## src/rtl/io_tgt_pkg.sv

```systemverilog
package io_tgt_pkg;
  typedef enum logic [2:0] {
    ST_BUSY  = 3'd0,
    ST_WRITE = 3'd2,
    ST_TERM  = 3'd3,
    ST_IDLE  = 3'd4,
    ST_READ  = 3'd5
  } tgtState_e;

  typedef struct packed {
    logic latchWr;
    logic rdCapture;
  } dpStrobe_t;

  typedef struct packed {
    logic hitRd;
    logic hitWr;
  } decode_t;
endpackage

```

## src/rtl/io_tgt_datapath.sv

```systemverilog
module io_tgt_datapath
  import io_tgt_pkg::*;
#(
  parameter int          AD_W      = 32,
  parameter logic [31:0] BASE_ADDR = 32'h0000_0300,
  parameter logic [3:0]  CMD_RD    = 4'b0010,
  parameter logic [3:0]  CMD_WR    = 4'b0011
) (
  input  logic            clk,
  input  logic            rstN,
  input  logic [AD_W-1:0] adIn,
  input  logic [3:0]      cbeN,
  input  logic [AD_W-1:0] portIn,
  input  dpStrobe_t       strobe,
  output decode_t         dec,
  output logic [AD_W-1:0] latchOut,
  output logic [AD_W-1:0] rdData
);
  localparam int DEC_LO = 2;

  logic baseMatch;
  assign baseMatch = (adIn[AD_W-1:DEC_LO] == BASE_ADDR[AD_W-1:DEC_LO]);

  always_comb begin
    dec.hitRd = baseMatch && (cbeN == CMD_RD);
    dec.hitWr = baseMatch && (cbeN == CMD_WR);
  end

  always_ff @(posedge clk) begin
    if (!rstN) begin
      latchOut <= '0;
      rdData   <= '0;
    end else begin
      if (strobe.latchWr)   latchOut <= adIn;
      if (strobe.rdCapture) rdData   <= portIn;
    end
  end
endmodule

```

## src/rtl/io_tgt_control.sv

```systemverilog
module io_tgt_control
  import io_tgt_pkg::*;
(
  input  logic      clk,
  input  logic      rstN,
  input  logic      frameN,
  input  logic      irdyN,
  input  decode_t   dec,
  output dpStrobe_t strobe,
  output logic      devselOut,
  output logic      devselOe,
  output logic      trdyOut,
  output logic      trdyOe,
  output logic      adOe
);
  tgtState_e state, stateNext;
  logic      rdReady;
  logic      startFrame;
  tgtState_e startTarget;

  assign startFrame  = !frameN;
  assign startTarget = dec.hitWr ? ST_WRITE : (dec.hitRd ? ST_READ : ST_BUSY);

  always_comb begin
    stateNext = state;
    unique case (state)
      ST_IDLE:  if (startFrame) stateNext = startTarget;
      ST_BUSY:  if (frameN && irdyN) stateNext = ST_IDLE;
      ST_WRITE: if (!irdyN && frameN) stateNext = ST_TERM;
      ST_READ:  if (rdReady && !irdyN && frameN) stateNext = ST_TERM;
      ST_TERM:  stateNext = startFrame ? startTarget : ST_IDLE;
      default:  stateNext = ST_IDLE;
    endcase
  end

  always_ff @(posedge clk) begin
    if (!rstN) begin
      state   <= ST_IDLE;
      rdReady <= 1'b0;
    end else begin
      state   <= stateNext;
      rdReady <= (state == ST_READ) && (stateNext == ST_READ);
    end
  end

  logic driveLow, driveHigh;
  always_comb begin
    driveLow  = (state == ST_WRITE) || ((state == ST_READ) && rdReady);
    driveHigh = (state == ST_TERM);
    devselOe  = driveLow || driveHigh;
    trdyOe    = driveLow || driveHigh;
    devselOut = driveHigh;
    trdyOut   = driveHigh;
    adOe      = (state == ST_READ) && rdReady;
    strobe.latchWr   = (state == ST_WRITE) && !irdyN;
    strobe.rdCapture = (state == ST_READ) && (!rdReady || (!irdyN && !frameN));
  end
endmodule

```

## src/rtl/mux_bus_io_target.sv

```systemverilog
module mux_bus_io_target
  import io_tgt_pkg::*;
#(
  parameter int          AD_W      = 32,
  parameter logic [31:0] BASE_ADDR = 32'h0000_0300,
  parameter logic [3:0]  CMD_RD    = 4'b0010,
  parameter logic [3:0]  CMD_WR    = 4'b0011
) (
  input  logic            clk,
  input  logic            rstN,
  input  logic            frameN,
  input  logic            irdyN,
  input  logic [3:0]      cbeN,
  input  logic [AD_W-1:0] adIn,
  output logic [AD_W-1:0] adOut,
  output logic            adOe,
  output logic            devselOut,
  output logic            devselOe,
  output logic            trdyOut,
  output logic            trdyOe,
  input  logic [AD_W-1:0] portIn,
  output logic [AD_W-1:0] latchOut
);
  dpStrobe_t strobe;
  decode_t   dec;

  io_tgt_control ctrl_i (
    .clk(clk), .rstN(rstN), .frameN(frameN), .irdyN(irdyN), .dec(dec),
    .strobe(strobe), .devselOut(devselOut), .devselOe(devselOe),
    .trdyOut(trdyOut), .trdyOe(trdyOe), .adOe(adOe)
  );

  io_tgt_datapath #(
    .AD_W(AD_W), .BASE_ADDR(BASE_ADDR), .CMD_RD(CMD_RD), .CMD_WR(CMD_WR)
  ) dp_i (
    .clk(clk), .rstN(rstN), .adIn(adIn), .cbeN(cbeN), .portIn(portIn),
    .strobe(strobe), .dec(dec), .latchOut(latchOut), .rdData(adOut)
  );
endmodule

```

## config.mk

```make
export PLATFORM = sky130hd
export DESIGN_NAME = mux_bus_io_target
export DESIGN_NICKNAME = d
export VERILOG_FILES = /design/src/rtl/io_tgt_pkg.sv /design/src/rtl/io_tgt_datapath.sv /design/src/rtl/io_tgt_control.sv /design/src/rtl/mux_bus_io_target.sv
export SDC_FILE = /design/constraint.sdc
export NUM_CORES = 1
export LEC_CHECK = 0
export BUFFER_PORTS_ARGS = -buffer_cell sky130_fd_sc_hd__clkbuf_2
export CAP_MARGIN = 10
export CORE_ASPECT_RATIO = 1.75
export CORE_UTILIZATION = 25
export DETAILED_ROUTE_END_ITERATION = 10
export GPL_ROUTABILITY_DRIVEN = 0
export PLACE_DENSITY = 0.46
export SETUP_SLACK_MARGIN = 0.05
export SLEW_MARGIN = 20
export SYNTH_ARGS = -nofsm -noshare
export SYNTH_HDL_FRONTEND = slang
export SYNTH_SLANG_ARGS = --single-unit
```

## constraint.sdc

```tcl
create_clock -name clk -period 3.1 [get_ports clk]
set_clock_uncertainty 0.05 [all_clocks]
set_input_delay 0.62 -clock clk [delete_from_list [all_inputs] [get_ports clk]]
set_output_delay 0.62 -clock clk [all_outputs]
set_load 0.01 [all_outputs]
```

Yosys cells after proc, flatten, opt, wreduce, memory -nomap -nowiden
Index checks and enable logic that the tools add are counted.
{ "totals": {"input_bits": 72, "word_cells": 38, "ff_bits": 68, "out_inout_bits": 69} }
{ "op_classes": {"muxes": 8, "reduce_logical": 18, "n_eq_ne": 8} }
{ "ops": {"columns": ["operator", "count"], "rows": [
  ["30-bit by 8-bit == test with 1-bit output (second input constant)", 1],
  ["3-bit 2-to-1 mux", 7],
  ["3-bit one-hot mux with 5 select lines", 1],
  ["1-bit logical AND", 11],
  ["3-bit == test (second input constant)", 3],
  ["4-bit by 2-bit == test with 1-bit output (second input constant)", 2],
  ["3-bit by 2-bit == test with 1-bit output (second input constant)", 2],
  ["1-bit zero test", 3],
  ["3-bit zero test", 1],
  ["1-bit logical OR", 3]
]} }

Depth between registers and ports, before layout
Gate-level depths: netlist of run 1.
{ "depth": {"depth_word": 8, "mapped_depth": 6, "mapped_depth_nobuf": 5} }

Hierarchy
A second synthesis of run 1 with hierarchy kept.
{ "hier_totals": {"hier_cells": 267, "hier_area_um2": 2877.8} }
{ "modules_own_cells": {"columns": ["mod", "seq_area_each_um2", "cells_each", "area_each_um2", "n_inst"], "rows": [
  ["io_tgt_datapath", 1281.2, 222, 2547.4, 1],
  ["io_tgt_control", 80.1, 45, 330.3, 1]
]} }

Least setup slack after synthesis of run 1
No wires, ideal clock.
{ "synth_timing": {"path_kind": "input port to flip-flop", "start": "in adIn[30]", "end": "reg ctrl_i.state[1]", "required_ns": 2.979, "cell_stages": 4, "setup_ns": 0.071, "path_buffers": 0, "setup_slack_ns": 1.388, "arrival_time_ns": 1.591, "cell_sequence": "or4_4 > nor4b_2 > nand4_1 > a21oi_1"} }
{ "synth_via": {"elab_chain_cells": 5, "elab_cells_between_ends": 6, "classes_between": "eq/ne: 1; mux: 4; reduce/logical: 1"} }
{ "synth_rtl": {"columns": ["item", "line", "text"], "rows": [
  ["from (decl)", "mux_bus_io_target.sv:14", "input logic [AD_W-1:0] adIn,"],
  ["30-bit by 8-bit == test with 1-bit output *", "io_tgt_datapath.sv:22", "assign baseMatch = (adIn[AD_W-1:DEC_LO] == BASE_ADDR[AD_W-1:DEC_LO]);"],
  ["1-bit logical AND *", "io_tgt_datapath.sv:26", "dec.hitWr = baseMatch && (cbeN == CMD_WR);"],
  ["3-bit 2-to-1 mux *", "io_tgt_control.sv:22", "assign startTarget = dec.hitWr ? ST_WRITE : (dec.hitRd ? ST_READ : ST_BUSY);"],
  ["3-bit 2-to-1 mux (on tied branches)", "io_tgt_control.sv:31, io_tgt_control.sv:27", null],
  ["3-bit one-hot mux with 5 select lines *", "io_tgt_control.sv:26", "unique case (state)"],
  ["to (signal assigned)", "io_tgt_control.sv:41", "state <= stateNext;"],
  ["to (decl)", "io_tgt_control.sv:16", "tgtState_e state, stateNext;"]
]} }
Mark *: on every way between the ends. The rest lies on a longest branch, timed or not.
A chain may end at the register's enable or synchronous reset.

Worst setup path in the final report of run 1
{ "layout_timing": {"start": "reg ctrl_i.state[0]", "end": "out devselOe"} }
{ "layout_via": {"elab_chain_cells": 4, "elab_cells_between_ends": 6, "classes_between": "eq/ne: 3; reduce/logical: 3"} }
{ "layout_rtl": {"columns": ["item", "line", "text"], "rows": [
  ["3-bit == test", "io_tgt_control.sv:48", "driveLow = (state == ST_WRITE) || ((state == ST_READ) && rdReady);"],
  ["1-bit logical AND", "io_tgt_control.sv:48", null],
  ["1-bit logical OR", "io_tgt_control.sv:48", null],
  ["1-bit logical OR *", "io_tgt_control.sv:50", "devselOe = driveLow || driveHigh;"],
  ["to (decl)", "mux_bus_io_target.sv:18", "output logic devselOe,"]
]} }
Marked as above.

==> impl_metrics.env, run 1 <==
export IMPL_maxSlewHeadroom_pct=58.2
export IMPL_yosysUniqueCellTypes=32
export IMPL_cts_hold_buffers=0
export IMPL_hold_viol=0
export IMPL_ys_seq_elements=68
export IMPL_syn_inst=330
export IMPL_hp_start="dp_i.rdData[12]"
export IMPL_p_per_area_nw_per_um2=497
export IMPL_dr_pass1_iters=3
export IMPL_post_dp_hpwl_um=5540
export IMPL_rsz0062_at_grt="no"
export IMPL_seq_area_um2=1360
export IMPL_fin_ws_ps=919
export IMPL_coreArea_um2=10700
export IMPL_most_common_layout_cells="140 x clkbuf_2, 133 x nand2_1, 68 x dfxtp_1"
export IMPL_clk_pin_slew_worst_paths_ps=60
export IMPL_fin_crit_sh_pct=70.3
export IMPL_worstSetupPathType="reg -> out"
export IMPL_grt_pass1_vias=2449
export IMPL_gr_total_overflow=0
export IMPL_cts_root_buf="clkbuf_16"
export IMPL_cts_setup_buffers=0
export IMPL_die_width_um=81.1
export IMPL_initial_core_util_pct=25.6
export IMPL_r2r_slack_ps=1330
export IMPL_initialDrtViolationCount=43
export IMPL_fin_setup_tns_ps=0
export IMPL_crit_path_end_kind="primary output"
export IMPL_diodes=0
export IMPL_wirelength_um=7480
export IMPL_rr_startpoint="ctrl_i.state[2]"
export IMPL_synth_top_area_cell="dfxtp_1"
export IMPL_netlist_area_um2=2740
export IMPL_p_leak_nw=1.61
export IMPL_drtAntennaViolNets=0
export IMPL_min_path_type="reg -> reg"
export IMPL_worstSetupStartpointType="flop"
export IMPL_fill_cells=1173
export IMPL_drive_above_1_share_pct=35.2
export IMPL_clkSinkCount=68
export IMPL_portBuffers=140
export IMPL_io_pins=141
export IMPL_r2r_end="dp_i.latchOut[19]"
export IMPL_antenna_found_initial=0
export IMPL_hold_depth=2
export IMPL_hold_path_end="dp_i.rdData[12]"
export IMPL_crit_required_ps=2430
export IMPL_dieArea_um2=11400
export IMPL_vias=2630
export IMPL_numCtsBuffers=9
export IMPL_crit_fanout=8
export IMPL_synthToLayoutAreaGrowth_pct=38.0
export IMPL_slew_viol_final=0
export IMPL_num_nets_final=533
export IMPL_fin_crit_ps=2180
export IMPL_syn_nets=402
export IMPL_cts_max_level=3
export IMPL_worstMarginPinSlew_ps=625
export IMPL_yosys_top_cells_area="dfxtp_1 50%, nand2_1 18%, a21boi_1 18%, clkbuf_1 1.9%, buf_6 1.2%"
export IMPL_grt_usage_pct=13.4
export IMPL_insertion_delay_ps=320
export IMPL_drc_errors=0
export IMPL_netlist_area_leader_share_pct=49.7
export IMPL_ctsResizeCount=0
export IMPL_dp_slack_ps=1110
export IMPL_vias_per_cell=4.41
export IMPL_arrival_ps=1510
export IMPL_routedWlPerCell_um=12.5
export IMPL_post_route_util_pct=35.3
export IMPL_avgSynthCellArea_um2=8.29
export IMPL_finalSetupViolCount=0
export IMPL_status="complete, no violations"
export IMPL_multi_input_area_um2=1250
export IMPL_cap_violations=0
export IMPL_clock_fmax_mhz=459
export IMPL_grt_pass1_wl_um=11600
export IMPL_die_h_um=140
export IMPL_rows=50
export IMPL_whs_ps=400
export IMPL_cts_tree="built"
export IMPL_grt_max_degree=51
export IMPL_mostFrequentLayoutCell="clkbuf_2"
export IMPL_reg2reg_depth=4
export IMPL_ys_warn_count=0
export IMPL_startpoint="ctrl_i.state[0]"
export IMPL_ir_worst_vdd_mv=0.274
export IMPL_ctsLongestPathBuffers=2
export IMPL_yosysSeqAreaShare_pct=49.7
[worst max-delay path by stage]
| stage | to | slack, ps |
|---|---|---|
| after floorplan | ctrl_i.state[1] | 1390 |
| after global placement | dp_i.latchOut[12] | 960 |
| after detailed placement | dp_i.latchOut[23] | 1110 |
| after CTS | devselOe | 890 |
| after global routing | devselOe | 780 |
| final | devselOe | 920 |
[sequential cells by signal, indices dropped and copies added (netlist names)]
signal,count
dp_i.latchOut,32
ctrl_i.state,3
ctrl_i.rdReady,1
dp_i.rdData,32
[report_power, final]
part	internal, mW	total (mW)	switching [mW]
clock	0.539	0.915	0.376
combinational	0.0491	0.0853	0.0362
sequential	0.875	0.876	0.00142
total	1.46	1.88	0.414
[kinds of logic after synthesis]
family | Yosys count | synth area share [%]
AND/OR/NAND/NOR | 165 | 26.3
AO/OA/AOI/OAI | 72 | 19.1
flip-flops | 68 | 49.7
buffers and inverters | 25 | 4.80
[through the flow]
step           power (mW)  cells  cell area (µm²)
2_1_floorplan       0.923    330             2740
4_1_cts              1.91    596             3780
3_5_place_dp        0.982    580             3510
5_1_grt              1.97    596             3780
3_3_place_gp        0.982    580             3500
6_report             1.88    596             3780
[worst max-delay path: stages (launching register included)]
cell and delay (ps):
dfxtp_1 500, and3b_1 300, nand2_1 90, nand2_1 140
clkbuf_2 150
[Yosys cell counts]
master    count
a21boi_1     64
a21oi_1       5
and2_1        1
and3_1        1
and3b_1       1
and4_1        1
buf_2         3
buf_4         3
buf_6         3
clkbuf_1     14
dfxtp_1      68
inv_1         2
nand2_1     133
nand2_2       1
nand2b_1      2
nand3_1       2
nand3b_1      1
nand4_1       3
nor2_1        3
nor2b_1       1
nor3_1        1
nor3_2        1
nor3b_1       1
nor4_1        5
nor4b_1       2
nor4b_2       1
o21ai_1       2
o31ai_1       1
or2_2         1
or3_1         1
or3b_1        1
or4_4         1
[final cells by class]
type | instances | area share [%]
sequential | 68 | 36.1
multi-input combinational | 237 | 33.1
timing repair buffer | 143 | 19.2
clock buffer | 10 | 6.06
tap | 130 | 4.31
clock inverter | 6 | 1.09
inverter | 2 | 0.199
[layer usage]
layer,up-vias,part of all wire (%),track usage (%)
met5,-,0,0
met4,0,1.5,6.20
met3,5,5.9,3.32
met2,92,51,23.2
met1,1177,42,15.0
li1,1356,-,-
(Power assumes the default switching activity.)
==> inputs of run 2 (changes only) <==
==> constraint.sdc (replaced) <==
create_clock -name clk -period 2.2 [get_ports clk]
set_clock_uncertainty 0.05 [all_clocks]
set_input_delay 0.44 -clock clk [delete_from_list [all_inputs] [get_ports clk]]
set_output_delay 0.44 -clock clk [all_outputs]
set_load 0.01 [all_outputs]
==> impl_metrics.env, run 2 (synthesis gave the netlist of run 1 again) <==
export IMPL_status="complete, no violations"
export IMPL_cts_setup_buffers=0
export IMPL_mostFrequentLayoutCell="clkbuf_2"
export IMPL_cts_root_buf="clkbuf_16"
export IMPL_portBuffers=140
export IMPL_power_switching_uw=548
export IMPL_vias_per_cell=4.42
export IMPL_ir_worst_vdd_mv=0.407
export IMPL_sw_frac_of_total_pct=20.2
export IMPL_worstSetupPathType="reg -> out"
export IMPL_die_h_um=140
export IMPL_seq_power_share_pct=45.5
export IMPL_dpl_cell_area_um2=3520
export IMPL_rsz0062_at_grt="no"
export IMPL_initialDrtViolationCount=43
export IMPL_io_pins=141
export IMPL_fin_crit_ps=1950
export IMPL_hold_path_end="dp_i.rdData[17]"
export IMPL_most_common_layout_cells="140 x clkbuf_2, 133 x nand2_1, 68 x dfxtp_1"
export IMPL_rr_startpoint="ctrl_i.state[0]"
export IMPL_crit_required_ps=1710
export IMPL_vias=2636
export IMPL_drc_errors=0
export IMPL_worstSetupStartpointType="flop"
export IMPL_worstMarginPinSlew_ps=616
export IMPL_dieArea_um2=11400
export IMPL_p_leak_nw=1.63
export IMPL_hp_start="portIn[17]"
export IMPL_p_per_area_nw_per_um2=715
export IMPL_r2r_slack_ps=590
export IMPL_cts_max_level=3
export IMPL_place_inst=582
export IMPL_ctsResizeCount=0
export IMPL_fin_crit_sh_pct=88.8
export IMPL_antenna_found_initial=0
export IMPL_numCtsBuffers=9
export IMPL_grt_pass1_vias=2461
export IMPL_slew_viol_final=0
export IMPL_crit_path_end_kind="primary output"
export IMPL_p_int_mw=2.16
export IMPL_initial_core_util_pct=25.6
export IMPL_die_width_um=81.1
export IMPL_r2r_end="dp_i.rdData[7]"
export IMPL_wirelength_um=7520
export IMPL_grt_pass1_wl_um=11900
export IMPL_fin_setup_tns_ps=0
export IMPL_diodes=0
export IMPL_synthToLayoutAreaGrowth_pct=38.6
export IMPL_stdcell_count=596
export IMPL_num_nets_final=535
export IMPL_post_dp_hpwl_um=5550
export IMPL_crit_fanout=8
export IMPL_clkSinkCount=68
export IMPL_clock_fmax_mhz=512
export IMPL_drive_above_1_share_pct=34.8
export IMPL_cap_violations=0
export IMPL_clk_pin_slew_worst_paths_ps=50
export IMPL_clock_power_share_pct=50.0
export IMPL_hold_depth=3
export IMPL_drtAntennaViolNets=0
export IMPL_insertion_delay_ps=320
export IMPL_reg2reg_depth=4
export IMPL_grt_usage_pct=14.0
export IMPL_finalSetupViolCount=0
export IMPL_arrival_ps=1460
export IMPL_maxSlewHeadroom_pct=58.8
export IMPL_gr_total_overflow=0
export IMPL_dr_pass1_iters=4
export IMPL_design_area_um2=3790
export IMPL_cts_tree="built"
export IMPL_hold_viol=0
export IMPL_min_path_type="in -> reg"
export IMPL_grt_max_degree=38
export IMPL_routedWlPerCell_um=12.6
export IMPL_rows=50
export IMPL_cts_hold_buffers=0
export IMPL_coreArea_um2=10700
export IMPL_comb_power_share_pct=4.5
export IMPL_reg_largest_list="dp_i.latchOut: 32 flops, dp_i.rdData: 32 flops, ctrl_i.state: 3 flops"
export IMPL_ctsLongestPathBuffers=2
run 2: power by group through the flow:
stage / Clock (mW) / Combinational (mW) / Sequential, mW
after floorplan: 0 / 0.0397 / 1.26
after global placement: 0 / 0.123 / 1.26
after detailed placement: 0 / 0.123 / 1.26
after CTS: 1.41 / 0.124 / 1.23
after global routing: 1.47 / 0.133 / 1.23
final: 1.36 / 0.121 / 1.24
run 2: per-stage QoR:
step | hold slack, ps | setup slack, ps | power (mW) | utilization (%)
2_1_floorplan | 429 | 668 | 1.30 | -
3_3_place_gp | 390 | 491 | 1.38 | 32.9
3_5_place_dp | 395 | 481 | 1.38 | 32.9
4_1_cts | 267 | 219 | 2.77 | 35.5
5_1_grt | 274 | 94.3 | 2.84 | 35.5
6_report | 280 | 246 | 2.71 | 35.5
run 2: layout make-up:
type | instances | area [µm²]
Tap cell | 130 | 163
Sequential cell | 68 | 1360
Inverter | 2 | 7.51
Clock inverter | 3 | 40.0
Multi-Input combinational cell | 237 | 1250
Fill cell | 1166 | 6910
Timing Repair Buffer | 145 | 738
Clock buffer | 11 | 233
run 2: how the worst max path moves through the flow:
stage,startpoint,endpoint
detailed placement,adIn[31],ctrl_i.state[1]
global route,ctrl_i.state[0],trdyOe
CTS,ctrl_i.state[0],devselOe
finish,ctrl_i.state[0],devselOe
global placement,adIn[14],ctrl_i.state[1]
floorplan,adIn[30],ctrl_i.state[1]
run 2: layer usage:
| layer | part of all wire, % | track usage [%] | routed length (µm) |
|---|---|---|---|
| met1 | 41 | 15.7 | 3090 |
| met4 | 1.9 | 7.05 | 143 |
| met2 | 50 | 23.8 | 3780 |
| met5 | 0 | 0 | 0 |
| met3 | 6.8 | 3.52 | 510 |
run 2: critical path: stages, from the launching register on:
cell and delay, ps:
dfxtp_1 470, and3b_1 300, nand2_1 90, nand2_1 130, clkbuf_2 150
